===== config.mk =====
export PLATFORM = sky130hd
export DESIGN_NAME = mbank_clkdiv
export DESIGN_NICKNAME = d
export VERILOG_FILES = /design/src/rtl/mbd_pkg.sv /design/src/rtl/mbd_tick_gen.sv /design/src/rtl/mbd_prediv.sv /design/src/rtl/mbd_align.sv /design/src/rtl/mbd_bank_div.sv /design/src/rtl/mbank_clkdiv.sv
export SDC_FILE = /design/constraint.sdc
export NUM_CORES = 1
export LEC_CHECK = 0
export CORE_MARGIN = 2
export CORE_UTILIZATION = 55
export CTS_CLUSTER_DIAMETER = 120
export DETAILED_ROUTE_END_ITERATION = 8
export DONT_BUFFER_PORTS = 1
export GPL_TIMING_DRIVEN = 0
export PLACE_DENSITY = 0.7
export RECOVER_POWER = 25
export SLEW_MARGIN = 20
export SYNTH_ARGS = -nofsm -noshare
export SYNTH_HDL_FRONTEND = slang
export SYNTH_SLANG_ARGS = --single-unit

===== constraint.sdc =====
create_clock -name clk_i -period 1.9 [get_ports clk_i]
set_input_delay 0.095 -clock clk_i [delete_from_list [all_inputs] [get_ports clk_i]]
set_output_delay 0.095 -clock clk_i [all_outputs]
set_load 0.01 [all_outputs]

===== src/rtl/mbd_pkg.sv =====
`timescale 1ns/1ps
package mbd_pkg;

  // Greatest common divisor, usable in constant expressions.
  function automatic int unsigned gcd_f(input int unsigned a, input int unsigned b);
    int unsigned x;
    int unsigned y;
    int unsigned t;
    x = a;
    y = b;
    while (y != 0) begin
      t = y;
      y = x % y;
      x = t;
    end
    return x;
  endfunction

  function automatic int unsigned lcm_f(input int unsigned a, input int unsigned b);
    return (a / gcd_f(a, b)) * b;
  endfunction

  function automatic int unsigned max_f(input int unsigned a, input int unsigned b);
    return (a > b) ? a : b;
  endfunction

  // Active select set, captured in reset and at frame boundaries.
  typedef struct packed {
    logic       pre;
    logic       a;
    logic       b;
    logic       c;
    logic [1:0] fb;
  } mbd_sel_t;

endpackage


===== src/rtl/mbd_tick_gen.sv =====
`timescale 1ns/1ps
// Produces the count-enable pulse: every cycle normally, or one pulse per
// sampled rising edge of the bypass reference.
module mbd_tick_gen (
  input  logic clk_i,
  input  logic rst_n_i,
  input  logic byp_i,
  input  logic ref_i,
  output logic tick_o
);

  logic ref_q;
  logic ref_d;

  always_ff @(posedge clk_i) begin
    if (!rst_n_i) begin
      ref_q <= 1'b0;
      ref_d <= 1'b0;
    end else begin
      ref_q <= ref_i;
      ref_d <= ref_q;
    end
  end

  assign tick_o = byp_i ? (ref_q & ~ref_d) : 1'b1;

  // A reference edge yields one pulse only: never two in a row.
  AST_ONE_PULSE_PER_EDGE: assert property (@(posedge clk_i) disable iff (!rst_n_i)
    (byp_i && tick_o) |=> !(byp_i && tick_o));

endmodule


===== src/rtl/mbd_prediv.sv =====
`timescale 1ns/1ps
// Shared pre-divider: wraps every DIV0 or DIV1 count-enable pulses.
module mbd_prediv #(
  parameter int unsigned DIV0 = 2,
  parameter int unsigned DIV1 = 4
) (
  input  logic clk_i,
  input  logic rst_n_i,
  input  logic tick_i,
  input  logic sel_i,
  output logic wrap_o
);

  localparam int unsigned DMAX = mbd_pkg::max_f(DIV0, DIV1);
  localparam int unsigned CW   = (DMAX > 2) ? $clog2(DMAX) : 1;

  logic [CW-1:0] cnt_q;
  logic [CW-1:0] last_c;

  assign last_c = sel_i ? CW'(DIV1 - 1) : CW'(DIV0 - 1);
  assign wrap_o = tick_i & (cnt_q == last_c);

  always_ff @(posedge clk_i) begin
    if (!rst_n_i) begin
      cnt_q <= '0;
    end else if (tick_i) begin
      cnt_q <= (cnt_q == last_c) ? '0 : cnt_q + 1'b1;
    end
  end

  // The select only moves at a wrap, so the count never overruns it.
  AST_PRE_IN_RANGE: assert property (@(posedge clk_i) disable iff (!rst_n_i)
    cnt_q <= last_c);

endmodule


===== src/rtl/mbd_align.sv =====
`timescale 1ns/1ps
// Frame counter: marks the pulse on which every bank wraps at once and
// applies pending selects only there.
module mbd_align #(
  parameter int unsigned FRAME = 24
) (
  input  logic             clk_i,
  input  logic             rst_n_i,
  input  logic             pre_wrap_i,
  input  mbd_pkg::mbd_sel_t sel_i,
  output mbd_pkg::mbd_sel_t act_o,
  output logic             align_o
);

  localparam int unsigned FW = (FRAME > 2) ? $clog2(FRAME) : 1;

  logic [FW-1:0] frm_q;

  assign align_o = pre_wrap_i & (frm_q == FW'(FRAME - 1));

  always_ff @(posedge clk_i) begin
    if (!rst_n_i) begin
      frm_q <= '0;
      act_o <= sel_i;
    end else begin
      if (pre_wrap_i) begin
        frm_q <= (frm_q == FW'(FRAME - 1)) ? '0 : frm_q + 1'b1;
      end
      if (align_o) begin
        act_o <= sel_i;
      end
    end
  end

  AST_SEL_HELD_OFF_FRAME: assert property (@(posedge clk_i) disable iff (!rst_n_i)
    !align_o |=> $stable(act_o));

endmodule


===== src/rtl/mbd_bank_div.sv =====
`timescale 1ns/1ps
// One output bank: counts pre-divider wraps modulo the selected ratio and
// drives a retimed 50% duty output (high in the first half of the count).
module mbd_bank_div #(
  parameter int unsigned SEL_W = 1,
  parameter int unsigned DIV0  = 2,
  parameter int unsigned DIV1  = 4,
  parameter int unsigned DIV2  = 4,
  parameter int unsigned DIV3  = 4
) (
  input  logic             clk_i,
  input  logic             rst_n_i,
  input  logic             adv_i,
  input  logic [SEL_W-1:0] sel_i,
  output logic             clk_o
);

  localparam int unsigned DMAX = mbd_pkg::max_f(mbd_pkg::max_f(DIV0, DIV1),
                                                mbd_pkg::max_f(DIV2, DIV3));
  localparam int unsigned CW   = (DMAX > 2) ? $clog2(DMAX) : 1;

  logic [1:0]    idx;
  logic [CW-1:0] cnt_q;
  logic [CW-1:0] last_c;
  logic [CW-1:0] half_c;

  assign idx = 2'(sel_i);

  always_comb begin
    case (idx)
      2'd0:    begin last_c = CW'(DIV0 - 1); half_c = CW'(DIV0 / 2); end
      2'd1:    begin last_c = CW'(DIV1 - 1); half_c = CW'(DIV1 / 2); end
      2'd2:    begin last_c = CW'(DIV2 - 1); half_c = CW'(DIV2 / 2); end
      default: begin last_c = CW'(DIV3 - 1); half_c = CW'(DIV3 / 2); end
    endcase
  end

  always_ff @(posedge clk_i) begin
    if (!rst_n_i) begin
      cnt_q <= '0;
      clk_o <= 1'b0;
    end else begin
      if (adv_i) begin
        cnt_q <= (cnt_q == last_c) ? '0 : cnt_q + 1'b1;
      end
      clk_o <= (cnt_q < half_c);
    end
  end

  AST_BANK_IN_RANGE: assert property (@(posedge clk_i) disable iff (!rst_n_i)
    cnt_q <= last_c);

endmodule


===== src/rtl/mbank_clkdiv.sv =====
`timescale 1ns/1ps
module mbank_clkdiv #(
  parameter int unsigned PRE_DIV0 = 2,
  parameter int unsigned PRE_DIV1 = 4,
  parameter int unsigned AB_DIV0  = 2,
  parameter int unsigned AB_DIV1  = 4,
  parameter int unsigned C_DIV0   = 4,
  parameter int unsigned C_DIV1   = 6,
  parameter int unsigned FB_DIV0  = 4,
  parameter int unsigned FB_DIV1  = 6,
  parameter int unsigned FB_DIV2  = 8,
  parameter int unsigned FB_DIV3  = 12
) (
  input  logic       clk_i,
  input  logic       mrst_oe_n_i,
  input  logic       ref_i,
  input  logic       byp_sel_i,
  input  logic       pre_sel_i,
  input  logic       a_sel_i,
  input  logic       b_sel_i,
  input  logic       c_sel_i,
  input  logic [1:0] fb_sel_i,
  output logic       qa_o,
  output logic       qb_o,
  output logic       qc_o,
  output logic       qfb_o
);

  import mbd_pkg::*;

  // Frame length in pre-divided periods: every bank ratio divides it.
  localparam int unsigned FRAME =
    lcm_f(lcm_f(lcm_f(AB_DIV0, AB_DIV1), lcm_f(C_DIV0, C_DIV1)),
          lcm_f(lcm_f(FB_DIV0, FB_DIV1), lcm_f(FB_DIV2, FB_DIV3)));
  localparam int unsigned NAB = 2;

  mbd_sel_t   pin_sel;
  mbd_sel_t   act_sel;
  logic       tick;
  logic       pre_wrap;
  logic       align;
  logic [NAB-1:0] ab_sel;
  logic [NAB-1:0] ab_q;

  assign pin_sel = '{pre: pre_sel_i, a: a_sel_i, b: b_sel_i, c: c_sel_i, fb: fb_sel_i};

  mbd_tick_gen u_tick (
    .clk_i   (clk_i),
    .rst_n_i (mrst_oe_n_i),
    .byp_i   (byp_sel_i),
    .ref_i   (ref_i),
    .tick_o  (tick)
  );

  mbd_prediv #(.DIV0(PRE_DIV0), .DIV1(PRE_DIV1)) u_pre (
    .clk_i   (clk_i),
    .rst_n_i (mrst_oe_n_i),
    .tick_i  (tick),
    .sel_i   (act_sel.pre),
    .wrap_o  (pre_wrap)
  );

  mbd_align #(.FRAME(FRAME)) u_align (
    .clk_i      (clk_i),
    .rst_n_i    (mrst_oe_n_i),
    .pre_wrap_i (pre_wrap),
    .sel_i      (pin_sel),
    .act_o      (act_sel),
    .align_o    (align)
  );

  assign ab_sel[0] = act_sel.a;
  assign ab_sel[1] = act_sel.b;

  // Banks A and B share one ratio pair, each with its own select.
  for (genvar g = 0; g < NAB; g++) begin : g_ab
    mbd_bank_div #(.SEL_W(1), .DIV0(AB_DIV0), .DIV1(AB_DIV1),
                   .DIV2(AB_DIV1), .DIV3(AB_DIV1)) u_bank (
      .clk_i   (clk_i),
      .rst_n_i (mrst_oe_n_i),
      .adv_i   (pre_wrap),
      .sel_i   (ab_sel[g]),
      .clk_o   (ab_q[g])
    );
  end

  mbd_bank_div #(.SEL_W(1), .DIV0(C_DIV0), .DIV1(C_DIV1),
                 .DIV2(C_DIV1), .DIV3(C_DIV1)) u_bank_c (
    .clk_i   (clk_i),
    .rst_n_i (mrst_oe_n_i),
    .adv_i   (pre_wrap),
    .sel_i   (act_sel.c),
    .clk_o   (qc_o)
  );

  mbd_bank_div #(.SEL_W(2), .DIV0(FB_DIV0), .DIV1(FB_DIV1),
                 .DIV2(FB_DIV2), .DIV3(FB_DIV3)) u_bank_fb (
    .clk_i   (clk_i),
    .rst_n_i (mrst_oe_n_i),
    .adv_i   (pre_wrap),
    .sel_i   (act_sel.fb),
    .clk_o   (qfb_o)
  );

  assign qa_o = ab_q[0];
  assign qb_o = ab_q[1];

  AST_DARK_IN_RESET: assert property (@(posedge clk_i)
    !mrst_oe_n_i |=> ({qa_o, qb_o, qc_o, qfb_o} == 4'b0000));

  AST_COMMON_START: assert property (@(posedge clk_i)
    $rose(mrst_oe_n_i) |=> ({qa_o, qb_o, qc_o, qfb_o} == 4'b1111));

  AST_FRAME_EDGE_LOW: assert property (@(posedge clk_i) disable iff (!mrst_oe_n_i)
    align |=> ({qa_o, qb_o, qc_o, qfb_o} == 4'b0000));

endmodule


==> metrics.cfg <==
[drt]
vias_per_cell=5.66
route.detailed.drc=0
drt-initial-drc-count=9
routed_wl_mm=2.53
vias=1059
drtPass1Iterations=5
wl_per_cell_um=13.5
ant_nets=0

[logic_synthesis]
syn-cell-area_mm2=0.00139
synthMuxAreaShare_pct=0
synth_area_per_cell_um2=9.87
synth-edff-count=6
synth_ff_type=dfxtp_1
yosys.area_share.adder_pct=8.99
syn-instance-count=141
ys_warn_count=0
synth_xor_area_share_pct=6.21
ys_seq_elements=30
synth_cell_type_count=38
synth_compound_area_share_pct=15.4
synth_fp_nets=161
synth_top_family_by_area=simple AND/OR/NAND/NOR gates
synth-simple-area-share_pct=17.7
yosysSeqAreaShare_pct=47.5
async_flop_share_pct=0

[setup_path]
cp.depth=4
r2r_slack_ps=190
critical_path_class=register to register
crit_required_ps=1900
max_stage_delay_ps=430
endpoint_kind=register
critPathSlowestCell=edfxtp_1
cp-start-kind=register
crit_fanout=10
arrival_ps=1710
worst_r2r_path_depth=4
rr_endpoint=u_align.act_o[4]
crit_family=compound AO/OA/AOI/OAI gates
worstPathCellList=xnor2_2 > o211a_1 > buf_2 > a21o_1
critPathBufInv=1
timing.rr.start=u_align.act_o[5]

[hold_path]
hold_class=input pin to register
worst_hold_path.endpoint=u_bank_c.clk_o
holdPathStages=2
hold_path.startpoint=mrst_oe_n_i

[cells_and_area]
mostFrequentLayoutCell=dfxtp_1
layout.nets=177
drive_above_1_share_pct=7.01
diodes=0
multi_input_area_um2=672
seq_area_um2=661
area_growth_pct=13.1
fillers=200
final_cell_mix=dfxtp_1 (24), a21oi_1 (12), inv_1 (11)

[global_routing]
grt_usage_pct=21.2
grt_max_degree=11
first_global_vias=1061
grt_overflow=0
antenna_found_initial=0
grt_pass1_wl_mm=4.32

[clock_tree]
tritoncts=yes
clk_latency_ps=330
clkTransAtPathRegs_ps=90
cts-root-buf=clkbuf_4
cts.path.max_buffers=2
cts_setup_buffers=0
cts_max_level=2
cts_buffers=5
cts_resized=0
cts_sinks=30

[placed_design]
io_buffers=0
pre_cts_slack_ps=181
dp_hpwl_mm=1.73
place_congestion=0.812

[sta]
fin_setup_tns_ps=0
max_freq_ghz=0.585
min_period_ps=1710
hold_viol=0
worst_pin_slew_ps=472
worst_slack_ps=190
finalSetupViolCount=0
skew_ps=7.79
rsz0062_at_grt=false
finalCritPeriodShare_pct=90.0
slew_viol_final=0
maxSlewHeadroom_pct=68.5

[die]
die-area_mm2=0.00295
rows=18
dieHeight_um=54.3
design.core.area_mm2=0.00243
ios=14
fp.dieW_um=54.3
initial_utilization_pct=57.2

[power]
leakagePower_nw=0.623
power.density_mw_per_mm2=789
vdd_drop_max_uv=511

[status]
status=completed

[flow_run]
cap_violations=0

sequential cells by signal (all words and copies together), names as in the netlist:
signal and count:
u_align.act_o 6, u_align.frm_q 5, g_ab.u_bank.cnt_q 4, u_bank_fb.cnt_q 4, u_bank_c.cnt_q 3, g_ab.u_bank.clk_o 2
u_pre.cnt_q 2, u_bank_c.clk_o 1, u_bank_fb.clk_o 1, u_tick.ref_d 1, u_tick.ref_q 1
worst register-to-register path: cells and delay by family (launching register included):
kind	cells	cell delay (ps)
buffers and inverters	1	250
flip-flops	1	430
XOR/XNOR	1	190
AO/OA/AOI/OAI	2	530
cells in the mapped netlist (3+ instances only):
cell type,count,area [um^2]
a21oi_1,12,60.1
dfxtp_1,24,480
edfxtp_1,6,180
ha_1,10,125
inv_1,11,41.3
nand2_1,8,30.0
nand2b_1,3,18.8
nand3_1,4,20.0
nor2_1,6,22.5
nor3_1,4,20.0
o21ai_0,8,40.0
or4_1,3,22.5
xnor2_1,6,52.6
stage by stage:
stage	area, um^2	hold WS, ps	power, mW	cells	util [%]
after global placement	1430	194	0.858	171	58.7
after detailed placement	1430	194	0.865	171	58.7
after floorplan	1390	194	0.834	141	-
final	1570	21.6	1.24	187	64.7
after global routing	1570	25.1	1.30	187	64.7
after CTS	1570	7.30	1.26	187	64.7
worst max path at each step:
stage	start	endpoint	slack (ps)
after floorplan	u_align.act_o[5]	u_align.act_o[0]	410
after global placement	u_align.act_o[5]	u_align.act_o[1]	190
after detailed placement	u_align.act_o[5]	u_align.act_o[1]	180
after CTS	u_align.act_o[5]	u_align.act_o[4]	170
after global routing	u_align.act_o[0]	u_bank_fb.clk_o	110
final	u_align.act_o[5]	u_align.act_o[4]	190
per-layer routing:
layer / routed length (um) / part of all wire [%] / GRT usage [%]
met3: 76 / 3.0 / 5.74
met2: 1280 / 50 / 36.9
met5: 0 / 0 / 0
met4: 58 / 2.3 / 12.5
met1: 1120 / 44 / 22.8
cell type report:
| class | instances | share of cell area [%] |
|---|---|---|
| Inverter | 11 | 2.62 |
| Multi-Input combinational cell | 96 | 42.7 |
| Clock buffer | 7 | 3.50 |
| Tap cell | 30 | 2.38 |
| Buffer | 4 | 1.11 |
| Timing Repair Buffer | 9 | 5.72 |
| Sequential cell | 30 | 42.0 |
where the power goes:
| group | internal, mW | switching (mW) |
|---|---|---|
| logic | 0.0708 | 0.0738 |
| clock network | 0.174 | 0.202 |
| registers | 0.686 | 0.0345 |
| total | 0.931 | 0.311 |
what timing repair did:
item	in CTS	in global routing
hold endpoints to repair	9	0
setup endpoints to repair	0	0
hold buffers	9	0
kinds of logic (layout without fill, tap and decap cells):
group                    after synthesis  in the layout
flip-flops                            30             30
adder cells (fa/ha/maj)               10             10
buffers and inverters                 15             31
AO/OA/AOI/OAI                         34             34
AND/OR/NAND/NOR                       43             43
XOR/XNOR                               9              9
(Power assumes the default switching activity.)
